==> src/rtl/sio_irq_pkg.sv <==
package sio_irq_pkg;
  localparam int NCH    = 2;
  localparam int VEC_W  = 8;
  localparam int SLOT_W = 3;
  localparam int PEND_W = SLOT_W * NCH;
  localparam int MODE_W = 2;

  typedef enum logic [1:0] {
    VK_NONE = 2'd0,
    VK_TX   = 2'd1,
    VK_RX   = 2'd2
  } vkind_e;

  typedef struct packed {
    logic   upd;
    vkind_e kind;
  } vreq_t;
endpackage

==> src/rtl/sio_irq_vecenc.sv <==
module sio_irq_vecenc
  import sio_irq_pkg::*;
#(
  parameter bit CHAN_A = 1'b0
) (
  input  vkind_e           kind,
  input  logic             stat_hi,
  output logic [VEC_W-1:0] code
);
  always_comb begin
    code = '0;
    unique case (kind)
      VK_RX:   code = stat_hi ? (CHAN_A ? 8'h30 : 8'h20) : (CHAN_A ? 8'h0C : 8'h04);
      VK_TX:   code = stat_hi ? (CHAN_A ? 8'h10 : 8'h00) : (CHAN_A ? 8'h08 : 8'h00);
      default: code = stat_hi ? 8'h60 : 8'h06;
    endcase
  end
endmodule

==> src/rtl/sio_irq_chan.sv <==
module sio_irq_chan
  import sio_irq_pkg::*;
(
  input  logic              clk,
  input  logic              rst_n,
  input  logic              rx_char,
  input  logic              rx_read,
  input  logic              tx_write,
  input  logic              tx_empty,
  input  logic              clr_tx,
  input  logic              rst_ius,
  input  logic              tx_ie,
  input  logic [MODE_W-1:0] rx_mode,
  input  logic              brk_ie,
  input  logic              brk_st,
  output logic              req_d,
  output logic              pend_rx_q,
  output logic              pend_tx_q,
  output logic              ext_q,
  output logic              empty_q,
  output logic              sent_q,
  output vreq_t             vreq
);
  logic rxp_q, txp_q, rxs_q, txs_q;
  logic rxp_d, txp_d, rxs_d, txs_d, prx_d, ptx_d, emp_d, snt_d;
  logic take_rxc, take_rd, take_tx, take_ctx, take_ius, take_wr, st_en;
  logic rx_ie;

  assign take_rxc = rx_char;
  assign take_rd  = !rx_char && rx_read;
  assign take_tx  = !rx_char && !rx_read && (tx_write || tx_empty);
  assign take_ctx = !rx_char && !rx_read && !tx_write && !tx_empty && clr_tx;
  assign take_ius = !rx_char && !rx_read && !tx_write && !tx_empty && !clr_tx && rst_ius;
  assign take_wr  = take_tx && tx_write;
  assign st_en    = rx_char || rx_read || tx_write || tx_empty || clr_tx || rst_ius;
  assign rx_ie    = (rx_mode == 2'b01) || (rx_mode == 2'b10);

  always_comb begin
    rxp_d = rxp_q;
    txp_d = txp_q;
    rxs_d = rxs_q;
    txs_d = txs_q;
    prx_d = pend_rx_q;
    ptx_d = pend_tx_q;
    emp_d = empty_q || take_wr;
    snt_d = sent_q || take_wr;
    vreq  = '{upd: 1'b0, kind: VK_NONE};
    if (take_rxc) begin
      rxp_d = 1'b1;
      rxs_d = 1'b1;
      prx_d = 1'b1;
      vreq  = '{upd: 1'b1, kind: VK_RX};
    end else if (take_rd) begin
      rxp_d = 1'b0;
      rxs_d = 1'b0;
      prx_d = 1'b0;
      vreq  = '{upd: 1'b1, kind: VK_NONE};
      if (txp_q) begin
        txs_d = 1'b1;
        ptx_d = pend_tx_q || tx_ie;
        vreq  = '{upd: 1'b1, kind: VK_TX};
      end
    end else if (take_tx) begin
      txp_d = 1'b1;
      if (!rxs_q) begin
        txs_d = 1'b1;
        ptx_d = pend_tx_q || tx_ie;
        vreq  = '{upd: 1'b1, kind: VK_TX};
      end
    end else if (take_ctx) begin
      txp_d = 1'b0;
      txs_d = 1'b0;
      ptx_d = 1'b0;
      vreq  = '{upd: 1'b1, kind: VK_NONE};
      if (rxp_q) begin
        rxs_d = 1'b1;
        prx_d = 1'b1;
        vreq  = '{upd: 1'b1, kind: VK_RX};
      end
    end else if (take_ius) begin
      if (rxs_q) begin
        rxs_d = 1'b0;
        if (txp_q) begin
          txs_d = 1'b1;
          ptx_d = pend_tx_q || tx_ie;
          vreq  = '{upd: 1'b1, kind: VK_TX};
        end
      end else if (txs_q) begin
        txs_d = 1'b0;
      end
    end
    req_d = (tx_ie && txp_d) || (rx_ie && rxp_d) || (brk_ie && brk_st);
  end

  always_ff @(posedge clk or negedge rst_n) begin
    if (!rst_n) begin
      rxp_q     <= 1'b0;
      txp_q     <= 1'b0;
      rxs_q     <= 1'b0;
      txs_q     <= 1'b0;
      pend_rx_q <= 1'b0;
      pend_tx_q <= 1'b0;
      empty_q   <= 1'b0;
      sent_q    <= 1'b0;
    end else if (st_en) begin
      rxp_q     <= rxp_d;
      txp_q     <= txp_d;
      rxs_q     <= rxs_d;
      txs_q     <= txs_d;
      pend_rx_q <= prx_d;
      pend_tx_q <= ptx_d;
      empty_q   <= emp_d;
      sent_q    <= snt_d;
    end
  end

  always_ff @(posedge clk or negedge rst_n) begin
    if (!rst_n) ext_q <= 1'b0;
    else        ext_q <= brk_ie && brk_st;
  end

  AST_RXSVC_HAS_PEND: assert property (@(posedge clk) disable iff (!rst_n)
    rxs_q |-> rxp_q);
  AST_TXBIT_HAS_PEND: assert property (@(posedge clk) disable iff (!rst_n)
    pend_tx_q |-> txp_q);
  AST_TX_HELD_BY_RX: assert property (@(posedge clk) disable iff (!rst_n)
    (take_tx && rxs_q) |=> (txs_q == $past(txs_q)));
  AST_READ_CLEARS: assert property (@(posedge clk) disable iff (!rst_n)
    take_rd |=> (!rxp_q && !rxs_q && !pend_rx_q));
  AST_CLRTX_CLEARS: assert property (@(posedge clk) disable iff (!rst_n)
    take_ctx |=> (!txp_q && !txs_q && !pend_tx_q));
  AST_IUS_RX_FIRST: assert property (@(posedge clk) disable iff (!rst_n)
    (take_ius && rxs_q) |=> !rxs_q);
  AST_WRITE_STATUS: assert property (@(posedge clk) disable iff (!rst_n)
    take_wr |=> (empty_q && sent_q));
endmodule

==> src/rtl/sio_irq_vec.sv <==
module sio_irq_vec
  import sio_irq_pkg::*;
(
  input  logic                  clk,
  input  logic                  rst_n,
  input  logic [NCH-1:0]        ch_rx_char,
  input  logic [NCH-1:0]        ch_rx_read,
  input  logic [NCH-1:0]        ch_tx_write,
  input  logic [NCH-1:0]        ch_tx_empty,
  input  logic [NCH-1:0]        cmd_clr_tx,
  input  logic [NCH-1:0]        cmd_rst_ius,
  input  logic [NCH-1:0]        en_tx_irq,
  input  logic [NCH*MODE_W-1:0] rx_irq_mode,
  input  logic [NCH-1:0]        en_brk_irq,
  input  logic [NCH-1:0]        brk_seen,
  input  logic                  vec_stat_hi,
  output logic                  irq_o,
  output logic [PEND_W-1:0]     pend_o,
  output logic [VEC_W-1:0]      vec_o,
  output logic [NCH-1:0]        txbuf_empty_o,
  output logic [NCH-1:0]        all_sent_o
);
  logic [NCH-1:0]   req_d;
  vreq_t            vreq  [NCH];
  logic [VEC_W-1:0] vcode [NCH];
  logic [VEC_W-1:0] vec_d;
  logic             vec_en;
  logic             irq_q;
  logic [VEC_W-1:0] vec_q;

  for (genvar c = 0; c < NCH; c++) begin : g_ch
    sio_irq_chan u_chan (
      .clk       (clk),
      .rst_n     (rst_n),
      .rx_char   (ch_rx_char[c]),
      .rx_read   (ch_rx_read[c]),
      .tx_write  (ch_tx_write[c]),
      .tx_empty  (ch_tx_empty[c]),
      .clr_tx    (cmd_clr_tx[c]),
      .rst_ius   (cmd_rst_ius[c]),
      .tx_ie     (en_tx_irq[c]),
      .rx_mode   (rx_irq_mode[c*MODE_W +: MODE_W]),
      .brk_ie    (en_brk_irq[c]),
      .brk_st    (brk_seen[c]),
      .req_d     (req_d[c]),
      .pend_rx_q (pend_o[c*SLOT_W + 2]),
      .pend_tx_q (pend_o[c*SLOT_W + 1]),
      .ext_q     (pend_o[c*SLOT_W]),
      .empty_q   (txbuf_empty_o[c]),
      .sent_q    (all_sent_o[c]),
      .vreq      (vreq[c])
    );
    sio_irq_vecenc #(.CHAN_A(c == 1)) u_enc (
      .kind    (vreq[c].kind),
      .stat_hi (vec_stat_hi),
      .code    (vcode[c])
    );
  end

  // Higher index (channel A) is applied last and so takes precedence.
  always_comb begin
    vec_en = 1'b0;
    vec_d  = vec_q;
    for (int c = 0; c < NCH; c++) begin
      if (vreq[c].upd) begin
        vec_en = 1'b1;
        vec_d  = vcode[c];
      end
    end
  end

  always_ff @(posedge clk or negedge rst_n) begin
    if (!rst_n)      vec_q <= '0;
    else if (vec_en) vec_q <= vec_d;
  end

  always_ff @(posedge clk or negedge rst_n) begin
    if (!rst_n) irq_q <= 1'b0;
    else        irq_q <= |req_d;
  end

  assign irq_o = irq_q;
  assign vec_o = vec_q;

  AST_VEC_LEGAL: assert property (@(posedge clk) disable iff (!rst_n)
    (vec_o inside {8'h00, 8'h04, 8'h06, 8'h08, 8'h0C, 8'h10, 8'h20, 8'h30, 8'h60}));
  AST_TXA_RAISES_IRQ: assert property (@(posedge clk) disable iff (!rst_n)
    (pend_o[4] && $past(en_tx_irq[1])) |-> irq_o);
  AST_TXB_RAISES_IRQ: assert property (@(posedge clk) disable iff (!rst_n)
    (pend_o[1] && $past(en_tx_irq[0])) |-> irq_o);
endmodule

==> config.mk <==
export PLATFORM = sky130hd
export DESIGN_NAME = sio_irq_vec
export DESIGN_NICKNAME = d
export VERILOG_FILES = /design/src/rtl/sio_irq_pkg.sv /design/src/rtl/sio_irq_vecenc.sv /design/src/rtl/sio_irq_chan.sv /design/src/rtl/sio_irq_vec.sv
export SDC_FILE = /design/constraint.sdc
export NUM_CORES = 1
export LEC_CHECK = 0
export BUFFER_PORTS_ARGS = -buffer_cell sky130_fd_sc_hd__buf_2
export CAP_MARGIN = 40
export CORE_MARGIN = 1.5
export CORE_UTILIZATION = 54
export DETAILED_ROUTE_END_ITERATION = 8
export PLACE_DENSITY = 0.84
export SLEW_MARGIN = 0
export SYNTH_ARGS = -nofsm -noshare
export SYNTH_HDL_FRONTEND = slang
export SYNTH_SLANG_ARGS = --single-unit
==> constraint.sdc <==
create_clock -name clk -period 3.05 [get_ports clk]
set_input_delay 0.61 -clock clk [delete_from_list [all_inputs] [get_ports clk]]
set_output_delay 0.61 -clock clk [all_outputs]
set_load 0.1 [all_outputs]
Word-level counts from Yosys, hierarchy flattened
Index checks and enable logic that the tools add are counted.
{"block": "totals", "regBits": 25, "latch_bits": 0, "mem_bits_rw": 0, "romBits": 0, "inputBits": 25, "output_inout_bits": 19, "memories": 0}
{"block": "op_classes", "addsub": 0, "multipliers": 0, "div_mod_pow": 0, "magnitude_cmp": 0, "n_eq_ne": 14, "shift": 0, "mux": 76, "bitwise": 2, "n_reduce_logical": 77}
{"cell": "$mux 1", "n": 50}
{"cell": "$mux 3", "n": 16}
{"cell": "$pmux 8 s2", "n": 2}
{"cell": "$logic_and 1x1->1", "n": 24}
{"cell": "$logic_or 1x1->1", "n": 24}
{"cell": "$reduce_bool 4->1", "n": 6}
{"cell": "$mux 8", "n": 2}
{"cell": "$reduce_and 4->1", "n": 4}
{"cell": "$mux 6", "n": 2}
{"cell": "$reduce_bool 3->1", "n": 4}
{"cell": "$logic_not 1->1", "n": 10}
{"cell": "$reduce_and 5->1", "n": 2}
{"cell": "$eq 2x1->1 const B", "n": 4}
{"cell": "$eq 2x2->1 const B", "n": 4}
{"cell": "$ne 4x2->1 const B", "n": 2}
{"cell": "$mux 7", "n": 1}
{"cell": "$ne 3x2->1 const B", "n": 2}
{"cell": "$ne 3x3->1 const B", "n": 2}
{"cell": "$mux 5", "n": 1}
{"cell": "$mux 2", "n": 2}
{"cell": "$not 1->1", "n": 2}
{"cell": "$reduce_and 2->1", "n": 1}
{"cell": "$reduce_bool 2->1", "n": 1}
{"cell": "$reduce_or 2->1", "n": 1}

Depth between registers and ports, before layout
Gate-level depths: netlist of the first run.
{"block": "logic_depth", "word_depth": 15, "ltp_mapped": 9, "mapped_depth_nobuf": 8}

By module
From an unflattened synthesis of the first run, not the netlist that was laid out.
{"block": "unflattened", "cells_unflattened": 148, "hier_area_um2": 1462.7}
{"mod": "sio_irq_chan", "instances": 2, "cells_per_inst": 43, "area_each_um2": 435.4}
{"mod": "sio_irq_vec", "instances": 1, "cells_per_inst": 36, "area_each_um2": 404.1}
{"mod": "sio_irq_vecenc (g_ch[1].u_enc)", "instances": 1, "cells_per_inst": 15, "area_each_um2": 103.8}
{"mod": "sio_irq_vecenc (g_ch[0].u_enc)", "instances": 1, "cells_per_inst": 11, "area_each_um2": 83.8}

Worst setup path after synthesis of the first run
No wires, ideal clock.
{"block": "synth_timing", "path_type": "input-to-reg", "from": "input ch_rx_char[1]", "to": "register vec_q[1] (netlist: vec_o[1])", "arrival_ns": 2.449, "path_slack_ns": 0.477, "path_stages": 8, "path_cell_list": "clkbuf_1 > nor4_1 > a31o_2 > a21oi_1 > or2_2 > ha_1 > nor3b_1 > a211o_2"}
{"block": "synth_between", "elab_chain_len": 14, "elab_cells_between_ends": 21}
{"item": "from (decl)", "line_no": "sio_irq_vec.sv:6", "source": "input logic [NCH-1:0] ch_rx_char,"}
{"item": "$logic_not 1->1"}
{"item": "$logic_and 1x1->1", "line_no": "sio_irq_chan.sv:31, sio_irq_chan.sv:32, sio_irq_chan.sv:33"}
{"item": "$logic_and 1x1->1 (2 in a row)", "line_no": "sio_irq_chan.sv:32, sio_irq_chan.sv:33"}
{"item": "$logic_and 1x1->1 (2 in a row)", "line_no": "sio_irq_chan.sv:33", "source": "assign take_ius = !rx_char && !rx_read && !tx_write && !tx_empty && !clr_tx && rst_ius;"}
{"item": "$mux 3", "line_no": "sio_irq_chan.sv:80", "source": "end else if (take_ius) begin"}
{"item": "$mux 3", "line_no": "sio_irq_chan.sv:70", "source": "end else if (take_ctx) begin"}
{"item": "$mux 3", "line_no": "sio_irq_chan.sv:63", "source": "end else if (take_tx) begin"}
{"item": "$mux 3", "line_no": "sio_irq_chan.sv:53", "source": "end else if (take_rd) begin"}
{"item": "$mux 3 *", "line_no": "sio_irq_chan.sv:48", "source": "if (take_rxc) begin"}
{"item": "$eq 2x1->1 / $eq 2x2->1 (equally long branches)", "line_no": "sio_irq_vecenc.sv:12", "source": "unique case (kind)"}
{"item": "$pmux 8 s2", "line_no": "sio_irq_vecenc.sv:12"}
{"item": "$mux 8", "line_no": "sio_irq_vec.sv:65", "source": "if (vreq[c].upd) begin"}
{"item": "to (signal assigned)", "line_no": "sio_irq_vec.sv:74", "source": "else if (vec_en) vec_q <= vec_d;"}
{"item": "to (decl)", "line_no": "sio_irq_vec.sv:29", "source": "logic [VEC_W-1:0] vec_q;"}
Mark *: on every way between the ends. The rest lies on a longest branch, timed or not.
A chain may end at the register's enable or synchronous reset.

Worst setup path after layout of the first run
Ends and elaborated chain as after synthesis.

==> results of run 1 <==
==> where the power goes <==
group / switching, mW / total, mW / internal (mW)
clock: 0.0890 / 0.138 / 0.0488
combinational: 0.213 / 0.281 / 0.0682
sequential: 0.0169 / 0.345 / 0.328
==> final cells by class <==
class	count	area, um^2
clock buffer	3	22.52
clock inverter	1	5.005
fill	200	888.4
inverter	6	22.52
multi-input combinational	94	668.1
sequential	23	575.6
tap	30	37.54
timing repair buffer	42	212.7
==> metrics by stage <==
stage               worst slack [ns]  hold slack (ns)  power (mW)  std cells  util (%)
finish                        0.6469           0.2518      0.7645        199     63.48
global placement              0.4284           0.4332      0.6233        195     62.35
detailed placement            0.3045           0.4391      0.6317        195     62.35
floorplan                     0.4773           0.3144      0.5788        139         -
global route                  0.5588           0.2655      0.8035        199     63.48
CTS                           0.6356           0.2682      0.7675        199     63.48
==> flip-flops by register name, indices dropped and copies added (netlist names) <==
register	flops
vec_o	6
g_ch.u_chan.empty_q	2
g_ch.u_chan.ext_q	2
g_ch.u_chan.pend_rx_q	2
g_ch.u_chan.pend_tx_q	2
g_ch.u_chan.rxp_q	2
g_ch.u_chan.rxs_q	2
g_ch.u_chan.sent_q	2
g_ch.u_chan.txp_q	2
irq_o	1
==> routing by layer <==
metal  up-vias  GRT usage, %
li1        557             -
met1       562         26.38
met2        48         38.68
met3        10         3.672
met4         0         8.974
met5         -             0
==> worst max-delay path: stages <==
cell and delay (ns):
buf_2 0.16, nor4_1 0.45, a31o_2 0.22, a21oi_1 0.07
or2_2 0.28, ha_1 0.35, nor3b_1 0.16, a211o_2 0.32
==> cells by family after synthesis <==
family                     Yosys count  share of synthesized area (%)
AOI/OAI and AO/OA                   44                          27.27
and+or+nand+nor                     43                          17.02
DFF                                 23                          42.09
buffers and inverters               22                          9.332
adders and majority gates            3                          2.745
xor gates and xnor gates             2                          1.281
other                                1                         0.2742
==> cell usage after synthesis, drive strengths merged (4+ instances only) <==
cell / instances
dfrtp: 23
buf: 13
nand2: 9
nor2: 9
a21o: 7
inv: 6
a21oi: 5
nor3: 5
a211o: 4
o21ai: 4
or2: 4
==> final timing paths <==
kind | end | slack [ns] | start
max in group asynchronous | vec_o[4]$_DFFE_PN0P_ | 2.45 | rst_n
worst max register to register | vec_o[2]$_DFFE_PN0P_ | 1.00 | g_ch[0].u_chan.rxs_q$_DFFE_PN0P_
min in group clk | g_ch[0].u_chan.sent_q$_DFFE_PN0N_ | 0.47 | g_ch[0].u_chan.sent_q$_DFFE_PN0N_
worst max-delay path | vec_o[1]$_DFFE_PN0P_ | 0.65 | ch_rx_char[1]
worst min register to register | g_ch[0].u_chan.sent_q$_DFFE_PN0N_ | 0.47 | g_ch[0].u_chan.sent_q$_DFFE_PN0N_
worst min-delay path | g_ch[0].u_chan.ext_q$_DFF_PN0_ | 0.25 | rst_n
==> results.yml, run 1 <==
run_status:
  outcome: "finished, final reports clean"
clock_network:
  clockRootBuffer: "clkbuf_4"
  cts.sinks: 23
  cts_max_level: 1
  path_clk_slew_ns: 0.13
  cts_tree: "built"
  post-cts-setup-buffers: 0
  post_cts_resized: 0
  clk_latency_ns: 0.30
  clock_path_buffers: 2
  hold_buffers: 0
  cts_buffers: 3
grt:
  grt_antenna_before_repair: 0
  grt_usage_pct: 22.06
  grt_max_degree: 24
  grt_pass1_vias: 1096
  grt_pass1_wl_um: 4581
  grt_overflow: 0
floorplanning:
  num_rows: 18
  die_area_mm2: 0.002844
  start_util_pct: 56.22
  fp.coreArea_mm2: 0.002432
  die_x_um: 53.33
  num_io_pins: 44
  dieHeight_um: 53.33
logic_synthesis:
  seq_area_frac_synth_pct: 42.09
  synthTopCellsByArea: "dfrtp_1 (42%), buf_4 (6.6%), a21o_1 (3.3%)"
  synth.largest_area_cell: "dfrtp_1"
  async_flop_share_pct: 100.0
  ys_ff_latch: 23
  synth_top_area_share_pct: 42.09
  synthCells: 138
  ys.flop_type: "dfrtp_1"
  synth-edff-count: 0
  ys_warn_count: 0
  syn_avg_cell_area_um2: 9.910
  synth_cell_type_count: 48
  syn_area_mm2: 0.001368
job:
  maxCapViolations: 0
timing:
  fin_setup_tns_ns: 0
  maxSlewViolCount: 0
  slew_headroom_pct: 64.89
  period_share_pct: 78.79
  setup_viol: 0
  timing.fmax_mhz: 416.1
  final_hold_viol_count: 0
  fin_worst_skew_ns: 0.006348
  rsz0062_at_grt: "false"
  fin_crit_ns: 2.403
  tightest_slew_ns: 0.5267
detailed_routing:
  drtIter0Drc: 21
  wl_um: 2896
  avgRoutedWirePerCell_um: 14.55
  ant_nets: 0
  wl_met3_um: 178
  drt-met1-wl_um: 1170
  wl_met2_um: 1477
  via_count: 1177
  drc: 0
  drt-pass1-iter-count: 4
  dr.max_layer_used: "met4"
  via_per_inst: 5.915
finish:
  fin_area_mm2: 0.001544
  area_delta_synth_final_pct: 12.90
  final_common_cell: "buf_2"
  final_cell_mix: "buf_2 (41), dfrtp_1 (23), nand2_1 (9)"
  drive_above_1_share_pct: 37.87
  n_antenna_cell: 0
  final_nets: 198
setup_path:
  endpoint_kind: "flop"
  cp.arrival_ns: 2.60
  required_ns: 3.25
  worst-setup-path-type: "in -> reg"
  cp-start-kind: "input pin"
  ff2ff_path_depth: 7
  path_max_fanout: 10
place:
  numPortBuffers: 41
  dpl-instance-area_mm2: 0.001516
  dp_hpwl_um: 2337
  gp_congestion: 0.8202
power_and_ir_drop:
  powerDensity_mw_per_mm2: 495.2
  peakVddDrop_mv: 0.3595
  leakagePower_nw: 0.7130
min_path:
  min_path_type: "in -> async"
No activity file was read; power rests on OpenSTA's default activity.
==> run 2, diff against run 1 <==
- ABC_AREA: default -> 1
- CORE_UTILIZATION: 54 -> 51
- PLACE_DENSITY: 0.84 -> 0.79
- clock period: 3.05 -> 2.4 ns (I/O delays scaled with it)
==> results.yml, run 2 <==
grt:
  grt_pass1_vias: 1207
  grt_pass1_wl_um: 4836
  grt_max_degree: 24
  grt_overflow: 0
  grt_usage_pct: 18.24
  grt_antenna_before_repair: 0
detailed_routing:
  via_per_inst: 5.020
  avgRoutedWirePerCell_um: 10.65
  drtIter0Drc: 30
  via_count: 1285
  drc: 0
  wl_um: 2726
  drt-pass1-iter-count: 4
  ant_nets: 0
setup_path:
  ff2ff_path_depth: 14
  cp-start-kind: "input pin"
  crit_buf_inv: 3
  r2r-start: "g_ch[1].u_chan.rxs_q$_DFFE_PN0P_"
  cpLargestDelayFamily: "simple AND/OR/NAND/NOR gates"
  cp.arrival_ns: 2.22
  worst-setup-path-type: "in -> reg"
  critPathLaunch: "ch_rx_char[1]"
  cp_num_cells: 16
  cp_slowest_cell: "ha_1"
  crit_path_frequent_cell: "nand2_1"
  required_ns: 2.61
  reg2reg_slack_ns: 0.51
  crit_end: "vec_o[2]$_DFFE_PN0P_"
  endpoint_kind: "flop"
  path_max_fanout: 5
  cp_slowest_stage_delay_ns: 0.31
  crit_chain: "buf_2 -> nor2_2 -> nand2_1 -> nor2_1 -> nand3_1 -> o21ai_0 -> a21oi_1 -> nor2_1 -> inv_1 -> ha_1 -> inv_1 -> a21oi_1 -> nand2_1 -> nand2_1 -> nand2_1 -> nand2_1"
  reg2reg_to: "vec_o[2]$_DFFE_PN0P_"
clock_network:
  hold_buffers: 0
  clock_path_buffers: 2
  clk_latency_ns: 0.30
  post-cts-setup-buffers: 0
  path_clk_slew_ns: 0.12
  cts.sinks: 23
  cts_buffers: 3
  cts_tree: "built"
  post_cts_resized: 0
  clockRootBuffer: "clkbuf_4"
  cts_max_level: 1
logic_synthesis:
  ys_ff_latch: 23
  synth_top_area_share_pct: 38.46
  synthCells: 192
  synth.largest_area_cell: "dfrtp_1"
  syn_avg_cell_area_um2: 7.794
  synthTopCellsByArea: "dfrtp_1 (38%), nand2_1 (9.8%), inv_1 (7.3%)"
  yosysMostFrequentCell: "nand2_1"
  ys.flop_type: "dfrtp_1"
  ys_top_cells_by_count: "nand2_1 (39), inv_1 (29), dfrtp_1 (23), nand3_1 (16), a21oi_1 (15)"
  seq_area_frac_synth_pct: 38.46
  ys_warn_count: 0
  syn_area_mm2: 0.001496
  synth_cell_type_count: 27
  async_flop_share_pct: 100.0
  synth-edff-count: 0
finish:
  final_nets: 254
  drive_above_1_share_pct: 30.22
  n_antenna_cell: 0
  area_delta_synth_final_pct: 12.04
  final_common_cell: "buf_2"
  final_cell_mix: "buf_2 (41), nand2_1 (39), inv_1 (29)"
  fin_util_pct: 60.28
  largest_register_ffs: 6
timing:
  setup_viol: 0
  final_hold_viol_count: 0
  maxSlewViolCount: 0
  fin_crit_ns: 2.017
  period_share_pct: 84.03
  rsz0062_at_grt: "false"
  slew_headroom_pct: 66.38
  fin_worst_skew_ns: 0.008728
  fin_setup_tns_ns: 0
  timing.fmax_mhz: 495.8
  tightest_slew_ns: 0.5043
floorplanning:
  die_x_um: 57.17
  fp.coreArea_mm2: 0.002781
  dieHeight_um: 57.17
  start_util_pct: 53.80
  num_rows: 19
  num_io_pins: 44
  die_area_mm2: 0.003268
job:
  maxCapViolations: 0
min_path:
  min_path_type: "in -> async"
power_and_ir_drop:
  leakagePower_nw: 0.9213
  powerDensity_mw_per_mm2: 599.1
  peakVddDrop_mv: 0.4646
place:
  gp_congestion: 0.8902
  dp_hpwl_um: 2236
  numPortBuffers: 41
run_status:
  outcome: "finished, final reports clean"
-- run 2: cell families after synthesis --
kind of cell | synth area share [%]
flip-flops | 38.46
buffers and inverters | 14.63
XOR/XNOR | 1.171
adder cells (fa/ha/maj) | 2.509
other | 0.2506
AO/OA/AOI/OAI | 12.71
AND/OR/NAND/NOR | 30.27
-- run 2: cell type report --
cell class,instances,area [um^2]
Clock buffer,4,26.28
Fill cell,276,1105
Inverter,32,125.1
Multi-Input combinational cell,125,705.7
Sequential cell,23,575.6
Tap cell,31,38.79
Timing Repair Buffer,41,205.2
-- run 2: report_power, final --
part	leakage [nW]	internal (mW)	switching (mW)
clock network	0.0150	0.0646	0.106
logic	0.652	0.0852	0.311
registers	0.254	0.418	0.0190
total	0.921	0.568	0.436
-- run 2: worst min-delay path by stage --
stage	from	to	slack (ns)	depth (start not counted)
floorplan	rst_n	g_ch[0].u_chan.empty_q$_DFFE_PN0N_	0.18	0
global placement	g_ch[1].u_chan.empty_q$_DFFE_PN0N_	g_ch[1].u_chan.empty_q$_DFFE_PN0N_	0.45	1
detailed placement	g_ch[1].u_chan.sent_q$_DFFE_PN0N_	g_ch[1].u_chan.sent_q$_DFFE_PN0N_	0.46	1
CTS	rst_n	vec_o[1]$_DFFE_PN0P_	0.14	1
global route	rst_n	vec_o[1]$_DFFE_PN0P_	0.15	1
finish	rst_n	vec_o[1]$_DFFE_PN0P_	0.13	1
-- run 2: through the flow --
step | instance area, um^2 | hold slack, ns | setup WS (ns) | cells | power, mW
2_1_floorplan | 1500 | 0.1844 | 0.4335 | 193 | 0.7753
3_3_place_gp | 1650 | 0.4548 | 0.1722 | 252 | 0.8370
3_5_place_dp | 1650 | 0.4568 | 0.08847 | 252 | 0.8421
4_1_cts | 1677 | 0.1406 | 0.3977 | 256 | 1.014
5_1_grt | 1677 | 0.1522 | 0.2420 | 256 | 1.063
6_report | 1677 | 0.1253 | 0.3832 | 256 | 1.005
-- run 2: worst reg2reg max path, delay by kind of cell (launching register included) --
family / cells / cell delay (ns)
AO/OA/AOI/OAI: 3 / 0.28
adder cells (fa/ha/maj): 1 / 0.31
buffers and inverters: 3 / 0.25
flip-flops: 1 / 0.41
AND/OR/NAND/NOR: 7 / 0.57
-- run 2: routing by layer --
layer	track usage [%]	share of wire (%)	vias up
li1	-	-	664
met1	23.18	46	590
met2	31.53	49	27
met3	2.494	3.9	4
met5	0	0	-
met4	6.977	0.95	0
==> run 3, diff against run 2 <==
- ABC_AREA: 1 -> 0
- CORE_UTILIZATION: 51 -> 45
- PLACE_DENSITY: 0.79 -> 0.75
- clock period: 2.4 -> 1.7 ns (I/O delays scaled with it)
==> results.yml, run 3 (synthesized netlist as in run 1, its figures left out) <==
timing:
  final_hold_viol_count: 0
  fin_hold_ws_ns: 0.2510
  fin_worst_skew_ns: 0.0003741
  timing.fmax_mhz: 565.6
  tightest_slew_ns: 0.5296
  fin_crit_ns: 1.768
  setup_slack_ns: -0.06804
  maxSlewViolCount: 0
  setup_viol: 3
  period_share_pct: 104.0
  slew_headroom_pct: 64.69
  rsz0062_at_grt: "true"
finish:
  n_antenna_cell: 0
  area_delta_synth_final_pct: 43.82
  final_cell_mix: "buf_2 (39), buf_4 (32), dfrtp_1 (22)"
  final_nets: 234
  fin_area_mm2: 0.001967
  final_common_cell: "buf_2"
  drive_above_1_share_pct: 54.63
  fill_cells: 209
  fin_util_pct: 69.53
  largest_register_ffs: 6
setup_path:
  cpLargestDelayFamily: "compound AO/OA/AOI/OAI gates"
  crit_buf_inv: 0
  cp-start-kind: "flop"
  reg2reg_to: "vec_o[2]$_DFFE_PN0P_"
  reg2reg_slack_ns: -0.07
  crit_chain: "a31o_4 -> a21oi_4 -> or2_4 -> ha_4 -> nor2_1 -> nor3_1 -> a211o_2"
  ff2ff_path_depth: 7
  r2r-start: "g_ch[1].u_chan.rxs_q$_DFFE_PN0P_"
  path_max_fanout: 5
  worst-setup-path-type: "reg -> reg"
  cp_slowest_stage_delay_ns: 0.48
  cp.arrival_ns: 1.99
  cp_slowest_cell: "dfrtp_2"
  required_ns: 1.92
  endpoint_kind: "flop"
clock_network:
  clock_path_buffers: 2
  cts_buffers: 3
  cts_max_level: 1
  clockRootBuffer: "clkbuf_4"
  cts_tree: "built"
  clk_latency_ns: 0.32
  cts.sinks: 23
  path_clk_slew_ns: 0.13
grt:
  grt_antenna_before_repair: 0
  grt_max_degree: 24
  grt_pass1_vias: 1328
  grt_usage_pct: 22.50
  grt_overflow: 0
  grt_pass1_wl_um: 5809
detailed_routing:
  wl_um: 3680
  avgRoutedWirePerCell_um: 15.59
  wl_met3_um: 203
  drt-pass1-iter-count: 8
  dr.max_layer_used: "met4"
  wl_met2_um: 1884
  drtIter0Drc: 62
  via_per_inst: 5.775
  ant_nets: 0
  drt-met1-wl_um: 1466
  via_count: 1363
  drc: 4
min_path:
  min_path_type: "in -> reg"
  min-delay-start: "brk_seen[0]"
  whs_path_depth: 2
  hold_end: "g_ch[0].u_chan.ext_q$_DFF_PN0_"
power_and_ir_drop:
  powerDensity_mw_per_mm2: 775.7
  peakVddDrop_mv: 0.4809
  p_total_mw: 1.526
  leakagePower_nw: 0.9133
floorplanning:
  start_util_pct: 48.34
  die_area_mm2: 0.003379
  dieHeight_um: 58.13
  num_io_pins: 44
  fp.coreArea_mm2: 0.002829
  die_x_um: 58.13
  num_rows: 19
job:
  maxCapViolations: 0
place:
  numPortBuffers: 41
  dpl-instance-area_mm2: 0.001777
  dp_hpwl_um: 2511
  gp_congestion: 0.8419
  pre_cts_slack_ns: -0.4813
run_status:
  failed_checks: "design-rule violations, negative setup slack"
  outcome: "complete, but fails checks"
-- run 3: repair_timing --
item,CTS,global route
pin swaps,15,12
setup buffers,4,3
gates resized for setup,11,11
gates cloned,0,0
endpoints found under the setup margin,5,6
hold buffers,1,0
endpoints found under the hold margin,23,0
-- run 3: metal layers --
metal | up-vias | GRT usage [%]
met5 | - | 0
met4 | 0 | 11.63
met3 | 13 | 3.125
met2 | 54 | 38.96
met1 | 663 | 27.09
li1 | 633 | -
-- run 3: cell type report --
class                           instances  area (um^2)  share of cell area, %
Timing Repair Buffer                   78        513.0                  26.08
Tap cell                               31        38.79                  1.972
Inverter                                6        22.52                  1.145
Multi-Input combinational cell         94        788.3                  40.08
Clock inverter                          1        5.005                 0.2545
Clock buffer                            3        22.52                  1.145
Sequential cell                        23        576.8                  29.33
-- run 3: worst max-delay path by stage --
stage,slack [ns],to,cells after the start,start
2_1_floorplan,-0.33,vec_o[2]$_DFFE_PN0P_,8,ch_rx_read[0]
3_3_place_gp,-0.44,vec_o[2]$_DFFE_PN0P_,9,ch_rx_read[0]
3_5_place_dp,-0.48,vec_o[2]$_DFFE_PN0P_,9,ch_rx_read[0]
4_1_cts,-0.01,vec_o[2]$_DFFE_PN0P_,9,cmd_clr_tx[0]
5_1_grt,-0.14,vec_o[2]$_DFFE_PN0P_,7,g_ch[0].u_chan.rxs_q$_DFFE_PN0P_
6_report,-0.07,vec_o[2]$_DFFE_PN0P_,7,g_ch[1].u_chan.rxs_q$_DFFE_PN0P_
-- run 3: report_power, final --
group | internal (mW) | leakage [nW] | switching (mW)
clock | 0.0883 | 0.0177 | 0.178
sequential | 0.589 | 0.252 | 0.0251
combinational | 0.214 | 0.643 | 0.430
-- run 3: metrics by stage --
stage | cells | setup TNS, ns
after floorplan | 139 | -1.032
after global placement | 224 | -1.915
after detailed placement | 224 | -2.070
after CTS | 233 | -0.009657
after global routing | 236 | -0.2932
final | 236 | -0.1094
